===== config.mk =====
export PLATFORM = sky130hd
export DESIGN_NAME = clkfail_nmi_wdog
export DESIGN_NICKNAME = d
export VERILOG_FILES = /design/src/rtl/nmi_wdog_pkg.sv /design/src/rtl/nmi_sync.sv /design/src/rtl/nmi_flag_unit.sv /design/src/rtl/nmi_timeout_unit.sv /design/src/rtl/clkfail_nmi_wdog.sv
export SDC_FILE = /design/constraint.sdc
export NUM_CORES = 1
export LEC_CHECK = 0
export ABC_AREA = 0
export ABC_CLOCK_PERIOD_IN_PS = 2400
export BUFFER_PORTS_ARGS = -buffer_cell sky130_fd_sc_hd__buf_4
export CAP_MARGIN = 40
export CORE_UTILIZATION = 40
export CTS_CLUSTER_DIAMETER = 200
export DETAILED_ROUTE_END_ITERATION = 10
export GPL_ROUTABILITY_DRIVEN = 0
export SLEW_MARGIN = 20
export SYNTH_ARGS = -nofsm -noshare
export SYNTH_HDL_FRONTEND = slang
export SYNTH_SLANG_ARGS = --single-unit

===== constraint.sdc =====
create_clock -name clk -period 2.4 [get_ports clk]
set_input_delay 0.12 -clock clk [delete_from_list [all_inputs] [get_ports clk]]
set_output_delay 0.12 -clock clk [all_outputs]
set_load 0.02 [all_outputs]

===== src/rtl/nmi_wdog_pkg.sv =====
package nmi_wdog_pkg;

    localparam int SEL_W = 2;

    typedef enum logic [SEL_W-1:0] {
        SEL_CMD = 2'd0,
        SEL_CFG = 2'd1,
        SEL_PRD = 2'd2,
        SEL_NONE = 2'd3
    } reg_sel_e;

    localparam int CMD_CLR_FAIL_BIT = 0;
    localparam int CMD_CLR_GLOB_BIT = 1;
    localparam int CMD_FORCE_BIT    = 2;
    localparam int CFG_INSTANT_BIT  = 0;

    typedef struct packed {
        logic force_fail;
        logic clr_glob;
        logic clr_fail;
    } nmi_cmd_t;

    function automatic nmi_cmd_t decode_cmd(input logic wen, input reg_sel_e sel,
                                            input logic [CMD_FORCE_BIT:0] bits);
        nmi_cmd_t c;
        logic hit;
        hit          = wen && (sel == SEL_CMD);
        c.clr_fail   = hit && bits[CMD_CLR_FAIL_BIT];
        c.clr_glob   = hit && bits[CMD_CLR_GLOB_BIT];
        c.force_fail = hit && bits[CMD_FORCE_BIT];
        return c;
    endfunction

endpackage


===== src/rtl/nmi_sync.sv =====
module nmi_sync #(
    parameter int STAGES = 2
) (
    input  logic clk,
    input  logic rst,
    input  logic d,
    output logic q
);
    logic [STAGES-1:0] chain;

    genvar i;
    generate
        for (i = 0; i < STAGES; i++) begin : g_stage
            if (i == 0) begin : g_first
                always_ff @(posedge clk) begin
                    if (rst) chain[0] <= 1'b0;
                    else     chain[0] <= d;
                end
            end else begin : g_next
                always_ff @(posedge clk) begin
                    if (rst) chain[i] <= 1'b0;
                    else     chain[i] <= chain[i-1];
                end
            end
        end
    endgenerate

    assign q = chain[STAGES-1];
endmodule


===== src/rtl/nmi_flag_unit.sv =====
module nmi_flag_unit
    import nmi_wdog_pkg::*;
(
    input  logic     clk,
    input  logic     rst,
    input  logic     fail_evt,
    input  nmi_cmd_t cmd,
    output logic     fail_flag,
    output logic     global_flag,
    output logic     miss_sts,
    output logic     nmi_pulse
);
    logic fail_q, glob_q, miss_q, pulse_q;
    logic set_fail, fail_d, glob_d;

    always_comb begin
        set_fail = fail_evt | cmd.force_fail;
        fail_d   = set_fail | (fail_q & ~cmd.clr_fail);
        glob_d   = set_fail | (glob_q & ~cmd.clr_glob);
    end

    always_ff @(posedge clk) begin
        if (rst) begin
            fail_q  <= 1'b0;
            glob_q  <= 1'b0;
            miss_q  <= 1'b0;
            pulse_q <= 1'b0;
        end else begin
            fail_q  <= fail_d;
            glob_q  <= glob_d;
            miss_q  <= miss_q | fail_evt;
            pulse_q <= glob_d & ~glob_q;
        end
    end

    assign fail_flag   = fail_q;
    assign global_flag = glob_q;
    assign miss_sts    = miss_q;
    assign nmi_pulse   = pulse_q;
endmodule


===== src/rtl/nmi_timeout_unit.sv =====
module nmi_timeout_unit #(
    parameter int CNT_W       = 16,
    parameter int HOLD_CYCLES = 8
) (
    input  logic             clk,
    input  logic             rst,
    input  logic             fail_flag,
    input  logic             global_flag,
    input  logic             instant,
    input  logic [CNT_W-1:0] period,
    output logic [CNT_W-1:0] count,
    output logic             rst_req
);
    localparam int HOLD_W = $clog2(HOLD_CYCLES + 1);
    localparam logic [HOLD_W-1:0] HOLD_LOAD = HOLD_W'(HOLD_CYCLES);

    logic [CNT_W-1:0]  cnt_q;
    logic [HOLD_W-1:0] hold_q;
    logic              fired_q;
    logic              idle, trip, run;

    always_comb begin
        idle = !fail_flag && !global_flag;
        trip = global_flag && !fired_q && (instant || (cnt_q >= period));
        run  = global_flag && !fired_q && (cnt_q < period);
    end

    always_ff @(posedge clk) begin
        if (rst) begin
            cnt_q   <= '0;
            fired_q <= 1'b0;
            hold_q  <= '0;
        end else begin
            if (idle)      cnt_q <= '0;
            else if (run)  cnt_q <= cnt_q + 1'b1;

            if (idle)      fired_q <= 1'b0;
            else if (trip) fired_q <= 1'b1;

            if (trip)                 hold_q <= HOLD_LOAD;
            else if (hold_q != '0)    hold_q <= hold_q - 1'b1;
        end
    end

    assign count   = cnt_q;
    assign rst_req = (hold_q != '0);
endmodule


===== src/rtl/clkfail_nmi_wdog.sv =====
module clkfail_nmi_wdog
    import nmi_wdog_pkg::*;
#(
    parameter int                    COUNT_W     = 16,
    parameter int                    SYNC_STAGES = 2,
    parameter int                    HOLD_CYCLES = 8,
    parameter logic [COUNT_W-1:0]    PERIOD_RST  = 16'h00FF
) (
    input  logic               clk,
    input  logic               rst,
    input  logic               clk_fail_in,
    input  logic               wr_en,
    input  logic [1:0]         wr_sel,
    input  logic [COUNT_W-1:0] wr_data,
    output logic               nmi_pulse,
    output logic               fail_flag,
    output logic               global_flag,
    output logic               miss_sts,
    output logic [COUNT_W-1:0] wd_count,
    output logic               rst_req
);
    logic               fail_evt;
    nmi_cmd_t           cmd;
    reg_sel_e           sel;
    logic               instant_q;
    logic [COUNT_W-1:0] period_q;

    assign sel = reg_sel_e'(wr_sel);
    assign cmd = decode_cmd(wr_en, sel, wr_data[CMD_FORCE_BIT:0]);

    always_ff @(posedge clk) begin
        if (rst) begin
            instant_q <= 1'b0;
            period_q  <= PERIOD_RST;
        end else if (wr_en) begin
            if (sel == SEL_CFG) instant_q <= wr_data[CFG_INSTANT_BIT];
            if (sel == SEL_PRD) period_q  <= wr_data;
        end
    end

    nmi_sync #(.STAGES(SYNC_STAGES)) u_sync (
        .clk (clk),
        .rst (rst),
        .d   (clk_fail_in),
        .q   (fail_evt)
    );

    nmi_flag_unit u_flags (
        .clk         (clk),
        .rst         (rst),
        .fail_evt    (fail_evt),
        .cmd         (cmd),
        .fail_flag   (fail_flag),
        .global_flag (global_flag),
        .miss_sts    (miss_sts),
        .nmi_pulse   (nmi_pulse)
    );

    nmi_timeout_unit #(.CNT_W(COUNT_W), .HOLD_CYCLES(HOLD_CYCLES)) u_timer (
        .clk         (clk),
        .rst         (rst),
        .fail_flag   (fail_flag),
        .global_flag (global_flag),
        .instant     (instant_q),
        .period      (period_q),
        .count       (wd_count),
        .rst_req     (rst_req)
    );
endmodule


==> results of run 1 <==
## area by class of cell
type                    count  area [um2]
clock buffers               5        68.8
multi-input cells         194        1280
fillers                   573        2650
clock inverters             3        42.5
flip-flops and latches     44         882
inverters                  22        82.6
well taps                  72        90.1
repair buffers             54         409
## worst max-delay path by stage
stage	start	endpoint	cells past startpoint
finish	u_timer.count[9]$_SDFFE_PP0P_	u_timer.count[10]$_SDFFE_PP0P_	7
detailed placement	u_timer.count[9]$_SDFFE_PP0P_	u_timer.count[7]$_SDFFE_PP0P_	7
global route	period_q[11]$_SDFFE_PP0P_	u_timer.count[10]$_SDFFE_PP0P_	8
CTS	u_timer.count[9]$_SDFFE_PP0P_	u_timer.count[6]$_SDFFE_PP0P_	7
global placement	u_timer.count[9]$_SDFFE_PP0P_	u_timer.count[6]$_SDFFE_PP0P_	7
floorplan	u_timer.count[11]$_SDFFE_PP0P_	u_timer.count[15]$_SDFFE_PP0P_	7
## metal layers
metal,routed length (um),track usage,vias up,part of all wire
li1,-,-,1079,-
met1,2600,0.244,942,0.51
met2,2270,0.293,36,0.44
met3,164,0.0424,6,0.032
met4,70,0.0566,0,0.014
met5,0,0,-,0
## cell families after synthesis
group	Yosys count
mux	3
flops	44
simple gates	104
fa+ha+maj	19
xor+xnor	2
compound gates	66
buf+inv	37
## flip-flops by register name, indices dropped and copies added, names as in the netlist
signal / flops
u_sync.chain: 1
u_timer.count: 16
u_flags.fail_flag: 1
period_q: 16
u_sync.q: 1
u_timer.hold_q: 4
u_timer.fired_q: 1
u_flags.miss_sts: 1
instant_q: 1
u_flags.nmi_pulse: 1
u_flags.global_flag: 1
## what timing repair did
item,in CTS,in global routing
buffers inserted,0,0
gates resized for setup,0,6
endpoints found under the setup margin,0,13
## worst reg2reg max path, stage by stage (launching register included)
cell and delay, ns:
dfxtp_2 0.36, ha_1 0.31, a21oi_1 0.14, o21ai_1 0.10, a2111o_1 0.43, buf_6 0.18
or4_1 0.51, a21oi_2 0.15
## synth_stat cells (all sizes together), types with 2 or more instances
| cell | n | share of area |
|---|---|---|
| nor2 | 17 | 0.028 |
| ha | 19 | 0.10 |
| mux2i | 3 | 0.013 |
| or2 | 2 | 0.0055 |
| o21ai | 2 | 0.0044 |
| nand3b | 3 | 0.0099 |
| and4 | 3 | 0.012 |
| a21oi | 33 | 0.072 |
| or3 | 3 | 0.0082 |
| a211o | 8 | 0.031 |
| inv | 22 | 0.036 |
| xnor2 | 2 | 0.0077 |
| o31ai | 13 | 0.043 |
| dfxtp | 44 | 0.39 |
| nand3 | 9 | 0.020 |
| clkbuf | 9 | 0.015 |
| or4 | 12 | 0.039 |
| buf | 6 | 0.012 |
| nor3 | 7 | 0.015 |
| nor3b | 2 | 0.0066 |
| nand2 | 33 | 0.054 |
| nor2b | 3 | 0.0082 |
| nand4 | 5 | 0.014 |
## where the power goes
group          switching, W  leakage, nW  internal (W)
registers         0.0000301        0.359      0.000777
clock network      0.000261       0.0541      0.000308
logic              0.000178        0.791      0.000159
total              0.000469         1.20       0.00124
## through the flow
| step | hold WS, ns | utilization |
|---|---|---|
| finish | 0.0207 | 0.519 |
| global route | 0.0158 | 0.519 |
| CTS | 0.0133 | 0.513 |
| detailed placement | 0.326 | 0.493 |
| global placement | 0.321 | 0.493 |
| floorplan | 0.238 | - |
==> run_results.csv, run 1 <==
group,metric,value,unit
outcome,outcome,"completed",
cts,clk_pin_slew,0.09,ns
worst_setup_path,crit_family,"compound AO/OA/AOI/OAI gates",
die,core-area,5510,um2
timing,setup_viol,0,
die,dieArea,6010,um2
place,preCtsSetupSlack,0.153,ns
run,drv_cap,0,
worst_setup_path,worst-path-buf-inv,1,
worst_setup_path,crit_path_max_incr_delay,0.50,ns
timing,skew,0.00733,ns
synthesis,yosys_warnings,0,
die,fp-row-count,27,
die,die-width,77.5,um
finish,final_cells,394,
power_and_ir_drop,vdd_ir_drop_max,0.505,mV
cts,cts-root-buf,"clkbuf_8",
power_and_ir_drop,leakagePower,1.20,nW
worst_setup_path,cp_max_fo,29,
synthesis,synth_compound_area_frac,0.189,
min_path,hold_path_depth,2,
worst_setup_path,critPathCaptureType,"flip-flop",
routing,viasPerCell,5.24,
routing,antenna_left,0,
cts,numCtsBuffers,5,
timing,timing.final.ws_setup,0.169,ns
place,io_buffer_count,42,
worst_setup_path,regToRegEndpoint,"u_timer.count[10]$_SDFFE_PP0P_",
cts,clock-sinks,44,
synthesis,synth_xor_xnor_area_share,0.00768,
place,place_hpwl,3840,um
power_and_ir_drop,cellPowerDensity,600,nW/um2
routing,wire_per_inst,12.9,um
routing,routed_wl,5100,um
routing,drt_pass1_iterations,4,
cts,cts_tree,"yes",
synthesis,synth_edf_count,0,
synthesis,synthSimpleGateAreaFrac,0.237,
worst_setup_path,crit_arrival,2.47,ns
routing,drt_iter0_drc,61,
timing,grt_setup_unrepaired,"false",
finish,final_common_cell,"buf_4",
worst_setup_path,path_cells,"ha_1 > a21oi_1 > o21ai_1 > a2111o_1 > buf_6 > or4_1 > a21oi_2",
synthesis,yosysUniqueCellTypes,40,
finish,stdcell_area,2860,um2
timing,timing.final.hold_violations,0,
place,dpl-instance-area,2720,um2
worst_setup_path,critPathKind,"reg -> reg",
timing,fmax,448,MHz
synthesis,synth-adder-area-share,0.104,
min_path,min-delay-start,"wr_data[7]",
worst_setup_path,worst_path_max_delay_cell,"or4_1",
finish,final_cell_mix,"buf_4 (53), dfxtp_1 (43), nand2_1 (33)",
global_route,antenna_found_initial,0,
synthesis,seq_area_frac_synth,0.386,
timing,period_needed,2.23,ns
synthesis,synthCells,275,
timing,fin_tns_setup,0,ns
finish,fin_nets,362,
worst_setup_path,cp-start-kind,"flip-flop",
synthesis,synth_ff_type,"dfxtp_1",
synthesis,synth_mux_area_frac,0.0132,
worst_setup_path,rr_worst_depth,7,
routing,remaining_drc_errors,0,
timing,drv_slew,0,
global_route,grt_pass1_vias,1946,
synthesis,synth_nets,316,
global_route,grt_usage,0.184,
synthesis,avgSynthCellArea,8.29,um2
die,ios,43,
worst_setup_path,cp_data_required_time,2.64,ns
worst_setup_path,r2r_setup_slack,0.17,ns
timing,worst_pin_slew,0.637,ns
cts,postCtsHoldBufs,0,
timing,slew_headroom,0.574,
min_path,holdCritPathClass,"in -> reg",
place,dp.cells,386,
global_route,grt_pass1_wl,8840,um
timing,fin_crit_sh,0.930,
cts,clk_path_buf_depth,2,
finish,drive_gt1_frac,0.214,
synthesis,synth_top_family_by_area,"simple AND/OR/NAND/NOR gates",
worst_setup_path,r2r_start,"u_timer.count[9]$_SDFFE_PP0P_",
routing,vias,2063,
synthesis,synth_seq_cells,44,
cts,h-tree-depth,2,
power_and_ir_drop,p_total,0.00171,W
global_route,overflow,0,
finish,num_antenna_cells,0,
min_path,min_to,"period_q[7]$_SDFFE_PP1P_",
global_route,grt_max_degree,31,
die,die_y,77.5,um
finish,syn2layout_area_growth,25.2,%
die,initial_utilization,0.414,
synthesis,netlist_area,2280,um2
synthesis,async_flop_share,0,
cts,clkLatencyLatePin,0.30,ns
Note: power is estimated with default switching activity, not from simulation.
==> run 2: changes to the inputs <==
Settings changed: ABC_AREA 0 to 1.
==> run_results.csv, run 2 <==
group,metric,value,unit
finish,fill_cells,645,
synthesis,synth_top_family_by_area,"simple AND/OR/NAND/NOR gates",
power_and_ir_drop,cellPowerDensity,518,nW/um2
synthesis,yosysUniqueCellTypes,34,
synthesis,avgSynthCellArea,7.45,um2
synthesis,synthCells,344,
routing,vias,2355,
finish,drive_gt1_frac,0.241,
cts,clk_path_buf_depth,2,
timing,setup_viol,0,
die,initial_utilization,0.423,
finish,fin_nets,438,
finish,final_cell_mix,"nand2_1 (69), buf_4 (54), inv_1 (50)",
die,core-area,6060,um2
finish,utilization,0.511,
synthesis,synth_edf_count,0,
global_route,grt_pass1_wl,9340,um
finish,final_cells,473,
timing,period_needed,2.00,ns
synthesis,synth_ff_type,"dfxtp_1",
timing,slew_headroom,0.653,
min_path,min_to,"u_sync.chain[0]$_SDFF_PP0_",
timing,grt_setup_unrepaired,"false",
finish,num_antenna_cells,0,
cts,postCtsHoldBufs,0,
routing,remaining_drc_errors,0,
place,place_hpwl,4280,um
run,drv_cap,0,
die,die-width,82.0,um
cts,cts_tree,"yes",
global_route,antenna_found_initial,0,
place,io_buffer_count,42,
cts,cts_resized,0,
routing,drt_iter0_drc,89,
synthesis,post-synth-top-count-cell,"nand2_1",
cts,clkLatencyLatePin,0.30,ns
synthesis,synthSimpleGateAreaFrac,0.290,
worst_setup_path,crit_path_frequent_cell,"nand2_1",
synthesis,yosys.area.top_type,"dfxtp_1",
worst_setup_path,critPathKind,"reg -> reg",
synthesis,async_flop_share,0,
worst_setup_path,rr_worst_depth,9,
synthesis,netlist_area,2560,um2
cts,cts_setup_buffers,0,
routing,wire_per_inst,11.8,um
worst_setup_path,cp_data_required_time,2.56,ns
die,dieArea,6730,um2
worst_setup_path,r2r_start,"u_timer.count[5]$_SDFFE_PP0P_",
global_route,grt_pass1_vias,2116,
min_path,hold_path_depth,3,
synthesis,synth_seq_cells,44,
synthesis,synth_mux_area_frac,0,
worst_setup_path,crit_arrival,2.16,ns
synthesis,synth_area_leaders,"dfxtp_1 (34%), nand2_1 (10%), ha_1 (9.3%)",
routing,routed_wl,5580,um
timing,timing.final.hold_violations,0,
timing,drv_slew,0,
timing,fmax,499,MHz
routing,viasPerCell,4.98,
min_path,holdCritPathClass,"in -> reg",
synthesis,synthTopCellsByCount,"nand2_1 (69), inv_1 (50), dfxtp_1 (44)",
die,fp-row-count,28,
global_route,grt_usage,0.180,
timing,skew,0.0134,ns
finish,syn2layout_area_growth,20.9,%
finish,final_common_cell,"nand2_1",
routing,drt_pass1_iterations,4,
worst_setup_path,regToRegEndpoint,"u_timer.count[1]$_SDFFE_PP0P_",
timing,fin_tns_setup,0,ns
worst_setup_path,cp-start-kind,"flip-flop",
timing,fin_crit_sh,0.835,
power_and_ir_drop,vdd_ir_drop_max,0.329,mV
cts,cts-root-buf,"clkbuf_8",
worst_setup_path,crit_family,"simple AND/OR/NAND/NOR gates",
worst_setup_path,critPathCaptureType,"flip-flop",
synthesis,synth_nets,385,
synthesis,synth_top_area_frac,0.344,
global_route,overflow,0,
routing,antenna_left,0,
worst_setup_path,path_cells,"ha_1 > nand2_1 > nand2_1 > a21oi_1 > nand3_2 > nand2_4 > nand3_4 > nand2_1 > a21oi_1",
worst_setup_path,crit_path_max_incr_delay,0.51,ns
synthesis,yosys_warnings,0,
worst_setup_path,worst_path_max_delay_cell,"dfxtp_1",
synthesis,synth_xor_xnor_area_share,0.0273,
cts,clock-sinks,44,
global_route,grt_max_degree,19,
timing,worst_pin_slew,0.519,ns
worst_setup_path,cp_max_fo,18,
worst_setup_path,r2r_setup_slack,0.40,ns
synthesis,synth-adder-area-share,0.0928,
synthesis,synth_compound_area_frac,0.145,
synthesis,seq_area_frac_synth,0.344,
worst_setup_path,cp.depth,9,
die,ios,43,
cts,clk_pin_slew,0.08,ns
cts,numCtsBuffers,5,
die,die_y,82.0,um
min_path,min-delay-start,"clk_fail_in",
power_and_ir_drop,leakagePower,1.40,nW
cts,h-tree-depth,2,
place,dp.cells,465,
worst_setup_path,worst-path-buf-inv,0,
outcome,outcome,"completed",
[run 2: report_power, final]
group	switching, W	leakage [nW]	internal [W]
Clock	0.000252	0.0510	0.000230
Combinational	0.000181	0.991	0.000135
Sequential	0.0000285	0.359	0.000777
Total	0.000462	1.40	0.00114
[run 2: how the worst max path moves through the flow]
stage | startpoint | end | slack (ns)
final | u_timer.count[5]$_SDFFE_PP0P_ | u_timer.count[1]$_SDFFE_PP0P_ | 0.40
after CTS | u_timer.count[5]$_SDFFE_PP0P_ | u_timer.count[1]$_SDFFE_PP0P_ | 0.37
after global placement | u_timer.count[5]$_SDFFE_PP0P_ | u_timer.count[7]$_SDFFE_PP0P_ | 0.39
after floorplan | u_timer.count[6]$_SDFFE_PP0P_ | u_timer.count[6]$_SDFFE_PP0P_ | 0.58
after detailed placement | u_timer.count[5]$_SDFFE_PP0P_ | u_timer.count[1]$_SDFFE_PP0P_ | 0.39
after global routing | u_timer.count[5]$_SDFFE_PP0P_ | u_timer.count[1]$_SDFFE_PP0P_ | 0.23
[run 2: kinds of logic (layout without fill, tap and decap cells)]
logic type | count (synthesis) | after routing
DFF | 44 | 44
and+or+nand+nor | 153 | 153
AOI/OAI and AO/OA | 60 | 60
buffers and inverters | 60 | 114
adders and majority gates | 19 | 19
xor gates and xnor gates | 8 | 8
[run 2: cell type report]
type	count	area (um2)	area share
multi-input combinational	240	1420	0.459
sequential	44	881	0.284
timing repair buffer	55	417	0.134
inverter	51	191	0.0618
tap	75	93.8	0.0303
clock buffer	6	82.6	0.0267
clock inverter	2	10.0	0.00323
[run 2: tightest hold or removal path: stages]
cell and delay [ns]:
buf_4 0.08, inv_1 0.03, nor2_1 0.06
[run 2: metal layers]
layer  global-route usage  routed length (um)  up-vias
met4               0.0474                  55        0
met3               0.0356                 210        6
met5                    0                   0        -
met1                0.229                2760     1064
li1                     -                   -     1241
met2                0.307                2550       44
[run 2: stage by stage]
stage / hold slack [ns] / cell area (um2) / total power (W) / setup WS [ns]
final: 0.0284 / 3100 / 0.00160 / 0.397
after global routing: 0.0366 / 3100 / 0.00171 / 0.229
after CTS: 0.0238 / 3100 / 0.00163 / 0.365
after detailed placement: 0.335 / 3010 / 0.00114 / 0.393
after global placement: 0.321 / 2990 / 0.00113 / 0.395
after floorplan: 0.227 / 2560 / 0.00105 / 0.584
